### src/rtl/vit_pkg.sv
package vit_pkg;

  typedef enum logic [2:0] {
    FS_IDLE,
    FS_RECV,
    FS_PICK,
    FS_TRACE,
    FS_EMIT
  } vit_fsm_e;

  // Distance between two 2-bit hard symbols: 0, 1 or 2.
  function automatic logic [1:0] sym_distance(input logic [1:0] a, input logic [1:0] b);
    logic [1:0] d;
    d = a ^ b;
    return {d[1] & d[0], d[1] ^ d[0]};
  endfunction

endpackage

### src/rtl/vit_bmu.sv
// Branch metric unit: expected outputs are derived from the loaded taps.
module vit_bmu #(
  parameter int K  = 3,
  parameter int NS = 1 << (K - 1)
) (
  input  logic [K-1:0]              poly_a,
  input  logic [K-1:0]              poly_b,
  input  logic [1:0]                sym,
  output logic [NS-1:0][1:0][1:0]   bm
);
  import vit_pkg::*;

  for (genvar s = 0; s < NS; s++) begin : g_state
    for (genvar u = 0; u < 2; u++) begin : g_in
      // Shift register contents: {current input, state}
      localparam logic [K-1:0] RV = K'((u << (K - 1)) | s);
      logic [1:0] expv;
      assign expv      = {^(poly_a & RV), ^(poly_b & RV)};
      assign bm[s][u]  = sym_distance(expv, sym);
    end
  end

endmodule

### src/rtl/vit_acs.sv
// Add-compare-select over all states with saturating path metrics.
module vit_acs #(
  parameter int K  = 3,
  parameter int MW = 8,
  parameter int NS = 1 << (K - 1)
) (
  input  logic                      clk,
  input  logic                      rst_n,
  input  logic                      init,
  input  logic                      step,
  input  logic [NS-1:0][1:0][1:0]   bm,
  output logic [NS-1:0][MW-1:0]     pm,
  output logic [NS-1:0]             dec
);
  localparam int HALF = NS / 2;
  localparam logic [MW-1:0] MAXV = '1;

  logic [NS-1:0][MW-1:0] pm_nx;

  for (genvar n = 0; n < NS; n++) begin : g_acs
    // Predecessors of state n are {n[low bits], x}; input bit is n's MSB.
    localparam int P0 = (n % HALF) * 2;
    localparam int P1 = P0 + 1;
    localparam int U  = n / HALF;
    logic [MW:0]   sum0, sum1;
    logic [MW-1:0] cand0, cand1;
    assign sum0  = {1'b0, pm[P0]} + {{(MW-1){1'b0}}, bm[P0][U]};
    assign sum1  = {1'b0, pm[P1]} + {{(MW-1){1'b0}}, bm[P1][U]};
    assign cand0 = sum0[MW] ? MAXV : sum0[MW-1:0];
    assign cand1 = sum1[MW] ? MAXV : sum1[MW-1:0];
    // Strictly lower wins; equal keeps the lower-numbered predecessor.
    assign dec[n]   = (cand1 < cand0);
    assign pm_nx[n] = dec[n] ? cand1 : cand0;
  end

  always_ff @(posedge clk or negedge rst_n) begin
    if (!rst_n) begin
      for (int i = 0; i < NS; i++) pm[i] <= (i == 0) ? '0 : MAXV;
    end else if (init) begin
      for (int i = 0; i < NS; i++) pm[i] <= (i == 0) ? '0 : MAXV;
    end else if (step) begin
      pm <= pm_nx;
    end
  end

endmodule

### src/rtl/vit_surv.sv
// Survivor decision store: one word of per-state decisions per trellis step.
module vit_surv #(
  parameter int NS    = 4,
  parameter int DEPTH = 64,
  parameter int AW    = $clog2(DEPTH)
) (
  input  logic          clk,
  input  logic          we,
  input  logic [AW-1:0] waddr,
  input  logic [NS-1:0] wdata,
  input  logic [AW-1:0] raddr,
  output logic [NS-1:0] rdata
);
  logic [NS-1:0] mem [DEPTH];

  always_ff @(posedge clk) begin
    if (we) mem[waddr] <= wdata;
  end

  assign rdata = mem[raddr];

endmodule

### src/rtl/vit_hard_dec.sv
module vit_hard_dec #(
  parameter int K     = 3,
  parameter int MW    = 8,
  parameter int DEPTH = 64
) (
  input  logic         clk,
  input  logic         rst_n,
  input  logic         cfg_load,
  input  logic [K-1:0] cfg_poly_a,
  input  logic [K-1:0] cfg_poly_b,
  input  logic         sym_valid,
  output logic         sym_ready,
  input  logic [1:0]   sym_data,
  input  logic         sym_last,
  output logic         bit_valid,
  input  logic         bit_ready,
  output logic         bit_data,
  output logic         frame_done
);
  import vit_pkg::*;

  localparam int NS = 1 << (K - 1);
  localparam int SW = K - 1;
  localparam int AW = $clog2(DEPTH);
  localparam int CW = $clog2(DEPTH + 1);

  vit_fsm_e     fsm_q;
  logic [K-1:0] poly_a_q, poly_b_q;
  logic [CW-1:0] cnt_q, emit_q;
  logic [AW-1:0] idx_q;
  logic [SW-1:0] tb_st_q, best;
  logic [DEPTH-1:0] obuf_q;
  logic          done_q;

  logic [NS-1:0][1:0][1:0] bm_w;
  logic [NS-1:0][MW-1:0]   pm_w;
  logic [NS-1:0]           dec_w, rd_dec;
  logic                    step;
  logic [MW-1:0]           bestv;

  assign sym_ready  = (fsm_q == FS_RECV) && !cfg_load;
  assign step       = sym_valid && sym_ready;
  assign bit_valid  = (fsm_q == FS_EMIT);
  assign bit_data   = obuf_q[emit_q[AW-1:0]];
  assign frame_done = done_q;

  vit_bmu #(.K(K), .NS(NS)) u_bmu (
    .poly_a (poly_a_q),
    .poly_b (poly_b_q),
    .sym    (sym_data),
    .bm     (bm_w)
  );

  vit_acs #(.K(K), .MW(MW), .NS(NS)) u_acs (
    .clk   (clk),
    .rst_n (rst_n),
    .init  (cfg_load),
    .step  (step),
    .bm    (bm_w),
    .pm    (pm_w),
    .dec   (dec_w)
  );

  vit_surv #(.NS(NS), .DEPTH(DEPTH), .AW(AW)) u_surv (
    .clk   (clk),
    .we    (step),
    .waddr (cnt_q[AW-1:0]),
    .wdata (dec_w),
    .raddr (idx_q),
    .rdata (rd_dec)
  );

  // End-state selection: smallest metric, lowest index on ties.
  always_comb begin
    best  = '0;
    bestv = pm_w[0];
    for (int i = 1; i < NS; i++) begin
      if (pm_w[i] < bestv) begin
        best  = SW'(i);
        bestv = pm_w[i];
      end
    end
  end

  always_ff @(posedge clk or negedge rst_n) begin
    if (!rst_n) begin
      fsm_q    <= FS_IDLE;
      poly_a_q <= '0;
      poly_b_q <= '0;
      cnt_q    <= '0;
      emit_q   <= '0;
      idx_q    <= '0;
      tb_st_q  <= '0;
      obuf_q   <= '0;
      done_q   <= 1'b0;
    end else begin
      done_q <= 1'b0;
      if (cfg_load) begin
        fsm_q    <= FS_RECV;
        poly_a_q <= cfg_poly_a;
        poly_b_q <= cfg_poly_b;
        cnt_q    <= '0;
      end else begin
        unique case (fsm_q)
          FS_RECV: begin
            if (step) begin
              cnt_q <= cnt_q + CW'(1);
              if (sym_last) fsm_q <= FS_PICK;
            end
          end
          FS_PICK: begin
            tb_st_q <= best;
            idx_q   <= AW'(cnt_q - CW'(1));
            fsm_q   <= FS_TRACE;
          end
          FS_TRACE: begin
            // The newest input bit of a state is its MSB.
            obuf_q[idx_q] <= tb_st_q[SW-1];
            tb_st_q       <= {tb_st_q[SW-2:0], rd_dec[tb_st_q]};
            if (idx_q == '0) begin
              fsm_q  <= FS_EMIT;
              emit_q <= '0;
            end else begin
              idx_q <= idx_q - AW'(1);
            end
          end
          FS_EMIT: begin
            if (bit_ready) begin
              if (emit_q == cnt_q - CW'(1)) begin
                fsm_q  <= FS_IDLE;
                done_q <= 1'b1;
              end else begin
                emit_q <= emit_q + CW'(1);
              end
            end
          end
          default: ;
        endcase
      end
    end
  end

endmodule

### config.mk
export PLATFORM = sky130hd
export DESIGN_NAME = vit_hard_dec
export DESIGN_NICKNAME = d
export VERILOG_FILES = /design/src/rtl/vit_pkg.sv /design/src/rtl/vit_bmu.sv /design/src/rtl/vit_acs.sv /design/src/rtl/vit_surv.sv /design/src/rtl/vit_hard_dec.sv
export SDC_FILE = /design/constraint.sdc
export NUM_CORES = 1
export LEC_CHECK = 0
export BUFFER_PORTS_ARGS = -buffer_cell sky130_fd_sc_hd__buf_2
export CAP_MARGIN = 20
export CORE_UTILIZATION = 60
export DETAILED_ROUTE_END_ITERATION = 16
export PLACE_DENSITY = 0.76
export SETUP_SLACK_MARGIN = 0.15
export SYNTH_ARGS = -nofsm -noshare
export SYNTH_HDL_FRONTEND = slang
export SYNTH_HIERARCHICAL = 1
export SYNTH_SLANG_ARGS = --single-unit
### constraint.sdc
create_clock -name clk -period 8.44 [get_ports clk]
set_clock_uncertainty 0.15 [all_clocks]
set_input_delay 2.11 -clock clk [delete_from_list [all_inputs] [get_ports clk]]
set_output_delay 2.11 -clock clk [all_outputs]
set_load 0.005 [all_outputs]
# After elaboration in Yosys (flattened, before gate mapping)
# Memory sizes are Yosys's and may differ from the RTL's.
# Index checks and enable logic that the tools add are counted.
# op_classes
n_addsub	12
order_cmp	11
eq_ne	14
muxes	49
bitwise	24
reduce_logical	30
# ops
operator	n
$mux 8	14
$add 8x2->9	8
$bwmux 64	1
$mux 32	2
$lt 8x8->1	7
$mux 7	6
$reduce_xor 3->1	14
$mux 3	6
$add 7x1->7 const B	2
$lt 6x7->1 const B	2
$pmux 7 s2	1
$xor 2x2->2	7
$pmux 3 s4	1
$pmux 6 s2	1
$mux 1	10
$ne 3x3->1 const B	3
$and 1x1->1	8
$reduce_bool 2->1	4
$xor 1x1->1	8
$eq 7x7->1	1
$sub 7x1->7 const B	1
$bmux 1 s6	1
$demux 1 s6	1
$eq 3x2->1 const B	2
other kinds (21)	29
# totals
register_bits	128
ram_bits	256
in_bits	14
out_inout_bits	4
wordCells	154
mem_count	1
# memory_table
memory	words	width	rd	rd_clocked_by_memory_dff	wr	line	rtl
u_surv.mem	64	4	1	0	1	vit_surv.sv:14	logic [NS-1:0] mem [DEPTH];

# Depth between registers and ports, before layout
# depth
depth_word	9
mapped_depth	21
mapped_depth_nobuf	19

# Cells and area by module
# The synthesis kept the hierarchy.
# modules_own_cells
mod	instances	cells_per_inst	area_per_inst_um2	seq_area_each_um2
vit_surv	1	517	10327.4	7687.4
vit_hard_dec	1	558	5965.7	2402.3
vit_acs	1	492	4011.3	830.8
vit_bmu	1	26	262.8	0.0

# Worst setup path after synthesis
# OpenSTA, ideal clock, no wires.
# synth_path
path_kind	in2reg
start	input port sym_data[1]
end	memory u_surv.mem[0][3], data pin
setup_ns	0.535
arrival_ns	6.344
required_ns	7.755
path_slack_ns	1.411
cell_stages	14
n_path_buf	0
cell_sequence	xnor2_2 -> inv_1 -> xnor2_1 -> ha_1 -> ha_1 -> inv_1 -> fa_1 -> or3_1 -> nand2_1 -> ha_1 -> a21o_1 -> a21oi_1 -> o211ai_1 -> nor2_1
# synth_lines
item	line	rtl
start, declared	vit_hard_dec.sv:13	input logic [1:0] sym_data,
end, declared	vit_surv.sv:14	

==> impl_metrics.json <==
{
  "run_status": "complete, no violations",
  "area_growth_syn_to_layout_pct": 7.93,
  "remaining_drcs": 0,
  "path_max_fanout": 35,
  "holdPathStages": 1,
  "routabilityCongestion": 0.940,
  "worstReg2RegEnd": "tb_st_q[1]$_DFFE_PN0P_",
  "post_synth_instance_area_sq_mm": 0.0206,
  "hpwl_um": 31900,
  "synth-compound-area-share_pct": 7.64,
  "vias": 13500,
  "synth_xor_area_share_pct": 2.76,
  "post-route-util_pct": 66.0,
  "synth.yosys.seq_area_share_pct": 53.1,
  "ioPinCount": 18,
  "final_clock_period_utilization_by_the_worst_path_pct": 80.5,
  "synthesized_nets": 1692,
  "grt_max_degree": 69,
  "number_of_antenna_violations_at_the_first_check_in_global_routing": 0,
  "ctsHtreeMaxLevel": 2,
  "rr_worst_depth": 18,
  "clock_tree.root_cell": "clkbuf_16",
  "tns_ps": 0,
  "holdCritStartpoint": "obuf_q[14]$_DFFE_PN0P_",
  "max_slew.worst_pin.slew_ps": 1080,
  "finalHoldViolations": 0,
  "maximum_count_of_clock_buffers_along_a_single_path": 3,
  "tritoncts.num_buffers": 40,
  "grt_setup_unrepaired": "false",
  "grt_overflow_total": 0,
  "synthMuxAreaShare_pct": 15.3,
  "tritoncts": "yes",
  "detail_route.vias_per_cell": 6.55,
  "endpoint_with_the_worst_hold_slack": "obuf_q[14]$_DFFE_PN0P_",
  "synth_edf_count": 256,
  "synth_top_family_by_area": "multiplexers",
  "rows": 67,
  "placeable_core_region_sq_mm": 0.0336,
  "grt_pass1_vias": 13700,
  "dr.pass1.iters": 6,
  "max_freq_mhz": 147,
  "die_x_um": 187,
  "max_cap_violations": 0,
  "detail_route.iter0.violations": 1323,
  "fin_nets": 1682,
  "ant_nets": 0,
  "cts_sinks": 384,
  "die_height_um": 187,
  "netlist-cell-type-count": 95,
  "worstHoldPathType": "reg2reg",
  "yosys_register_bits": 384,
  "layout_commonest_cell": "edfxtp_1",
  "critical_path_required_ps": 8550,
  "postSynthCellCount": 1593,
  "final_area_sq_mm": 0.0222,
  "layout-drive-gt1-share_pct": 18.6,
  "yosys.area_share.adder_pct": 5.46,
  "end_kind": "register",
  "grt_pass1_wl_um": 75300,
  "final_cell_mix": "256 x edfxtp_1, 165 x nor2_1, 113 x nand2_1",
  "fp.dieArea_sq_mm": 0.0350,
  "asyncSetResetFlopFracSynth_pct": 33.3,
  "routedWlPerCell_um": 23.0,
  "antenna_cells": 0,
  "timing_max_transition_violations_final": 0,
  "fin_crit_ps": 6790,
  "worst_hold_slack_ps": 348,
  "cts-hold-fix-buffers": 0,
  "start_util_pct": 61.2,
  "worst-endpoint-arrival_ps": 6900,
  "synth.avg_cell_area_sq_um": 12.9,
  "path_clk_slew_ps": 60,
  "synth_ff_type": "edfxtp_1",
  "cts_setup_buffers": 0,
  "synth_warnings": 6,
  "clk_latency_ps": 560,
  "timing.critical_path.from_type": "input pin",
  "postPlaceCellArea_sq_mm": 0.0209,
  "r2r_setup_slack_ps": 2660,
  "cts_repair_resize_count": 0,
  "setup.worst_path.class": "in2reg",
  "numPortBuffers": 17,
  "totalWireLength_um": 47500,
  "synth-simple-area-share_pct": 12.4,
  "maxSlewHeadroom_pct": 27.7,
  "rr_startpoint": "u_acs/pm[5]$_DFFE_PN0P_",
  "setup_viol_count_final": 0,
  "global_route_usage_over_all_layers_pct": 27.8
}
[cells in the mapped netlist (6+ instances only)]
cell type,count,area [sq um]
clkbuf_1,49,184
xnor2_1,36,315
nor2b_1,20,125
buf_2,18,90.1
nor3b_1,7,52.6
and3b_1,9,78.8
a22o_1,6,52.6
nor4_1,11,68.8
a211oi_1,16,120
or3_1,12,75.1
mux2i_1,20,200
nand2b_1,18,113
o22ai_1,6,37.5
nor2_1,166,623
mux2_4,7,105
o221ai_1,8,70.1
ha_1,77,963
dfstp_2,24,631
nand2_1,113,424
o21ai_0,34,170
mux4_2,67,1510
buf_6,9,101
nand3b_1,12,90.1
dfrtp_1,104,2600
nor3_1,31,155
nand4_1,18,113
mux2_2,74,833
mux4_1,19,499
a311oi_1,15,131
inv_1,54,203
o21a_1,10,75.1
edfxtp_1,256,7690
a31oi_1,7,43.8
nand3_1,44,220
a22oi_1,9,67.6
and2_1,17,106
fa_1,8,160
a21oi_1,43,215
xor2_1,20,175
[worst max-delay path by stage]
stage | end | slack, ps | from | cells after the start
2_1_floorplan | u_surv/mem[0][3]$_DFFE_PP_ | 1410 | sym_data[1] | 14
3_3_place_gp | u_surv/mem[12][1]$_DFFE_PP_ | 1340 | sym_data[1] | 15
3_5_place_dp | u_surv/mem[12][1]$_DFFE_PP_ | 1110 | sym_data[1] | 15
4_1_cts | u_surv/mem[8][1]$_DFFE_PP_ | 1710 | sym_data[1] | 15
5_1_grt | u_surv/mem[8][1]$_DFFE_PP_ | 1370 | sym_data[1] | 15
6_report | u_surv/mem[8][1]$_DFFE_PP_ | 1650 | sym_data[0] | 15
[registers in the layout (all words and copies together) (netlist names)]
name / count
u_surv/mem: 256
obuf_q: 64
u_acs/pm: 32
cnt_q: 7
emit_q: 7
idx_q: 6
fsm_q: 3
poly_a_q: 3
poly_b_q: 3
tb_st_q: 2
frame_done: 1
[critical path, stage by stage]
cell      delay [ps]
buf_2            160
xor2_1           180
ha_1             290
ha_1             160
inv_1             50
fa_1             400
nor3_1           590
nor2b_1          120
ha_1             330
a21o_1           120
a21oi_1           60
o21ai_1          470
or2_1            450
clkinv_1         820
buf_4            540
[routing by layer]
metal  wire length [um]  up-vias  track usage [%]  share of wire [%]
met3               3400      105             3.94                7.2
met5                  0        -                0                  0
met1              19300     6773             37.9                 41
met2              23000      598             45.0                 48
li1                   -     6029                -                  -
met4               1720        0             11.9                3.6
[cell type report]
type / instances / area, sq um
clock inverter: 20 / 149
timing repair buffer: 36 / 246
fill: 2358 / 11400
sequential: 384 / 10900
tap: 448 / 561
inverter: 56 / 210
multi-input combinational: 1065 / 8960
clock buffer: 54 / 1150
[cells by family (layout without fill, tap and decap cells)]
| family | Yosys count | count (layout) |
|---|---|---|
| flops | 384 | 384 |
| fa+ha+maj | 85 | 85 |
| xor+xnor | 60 | 60 |
| simple gates | 514 | 514 |
| compound gates | 219 | 219 |
| buf+inv | 144 | 166 |
| mux | 187 | 187 |
[per-stage QoR]
stage	setup WS, ps	std cells
2_1_floorplan	1410	1593
3_3_place_gp	1340	1988
3_5_place_dp	1110	1988
4_1_cts	1710	2062
5_1_grt	1370	2063
6_report	1650	2063
Power is left out: the tool's default activity adds up to more than one toggle a clock period on the data nets, which glitch-free logic cannot reach.
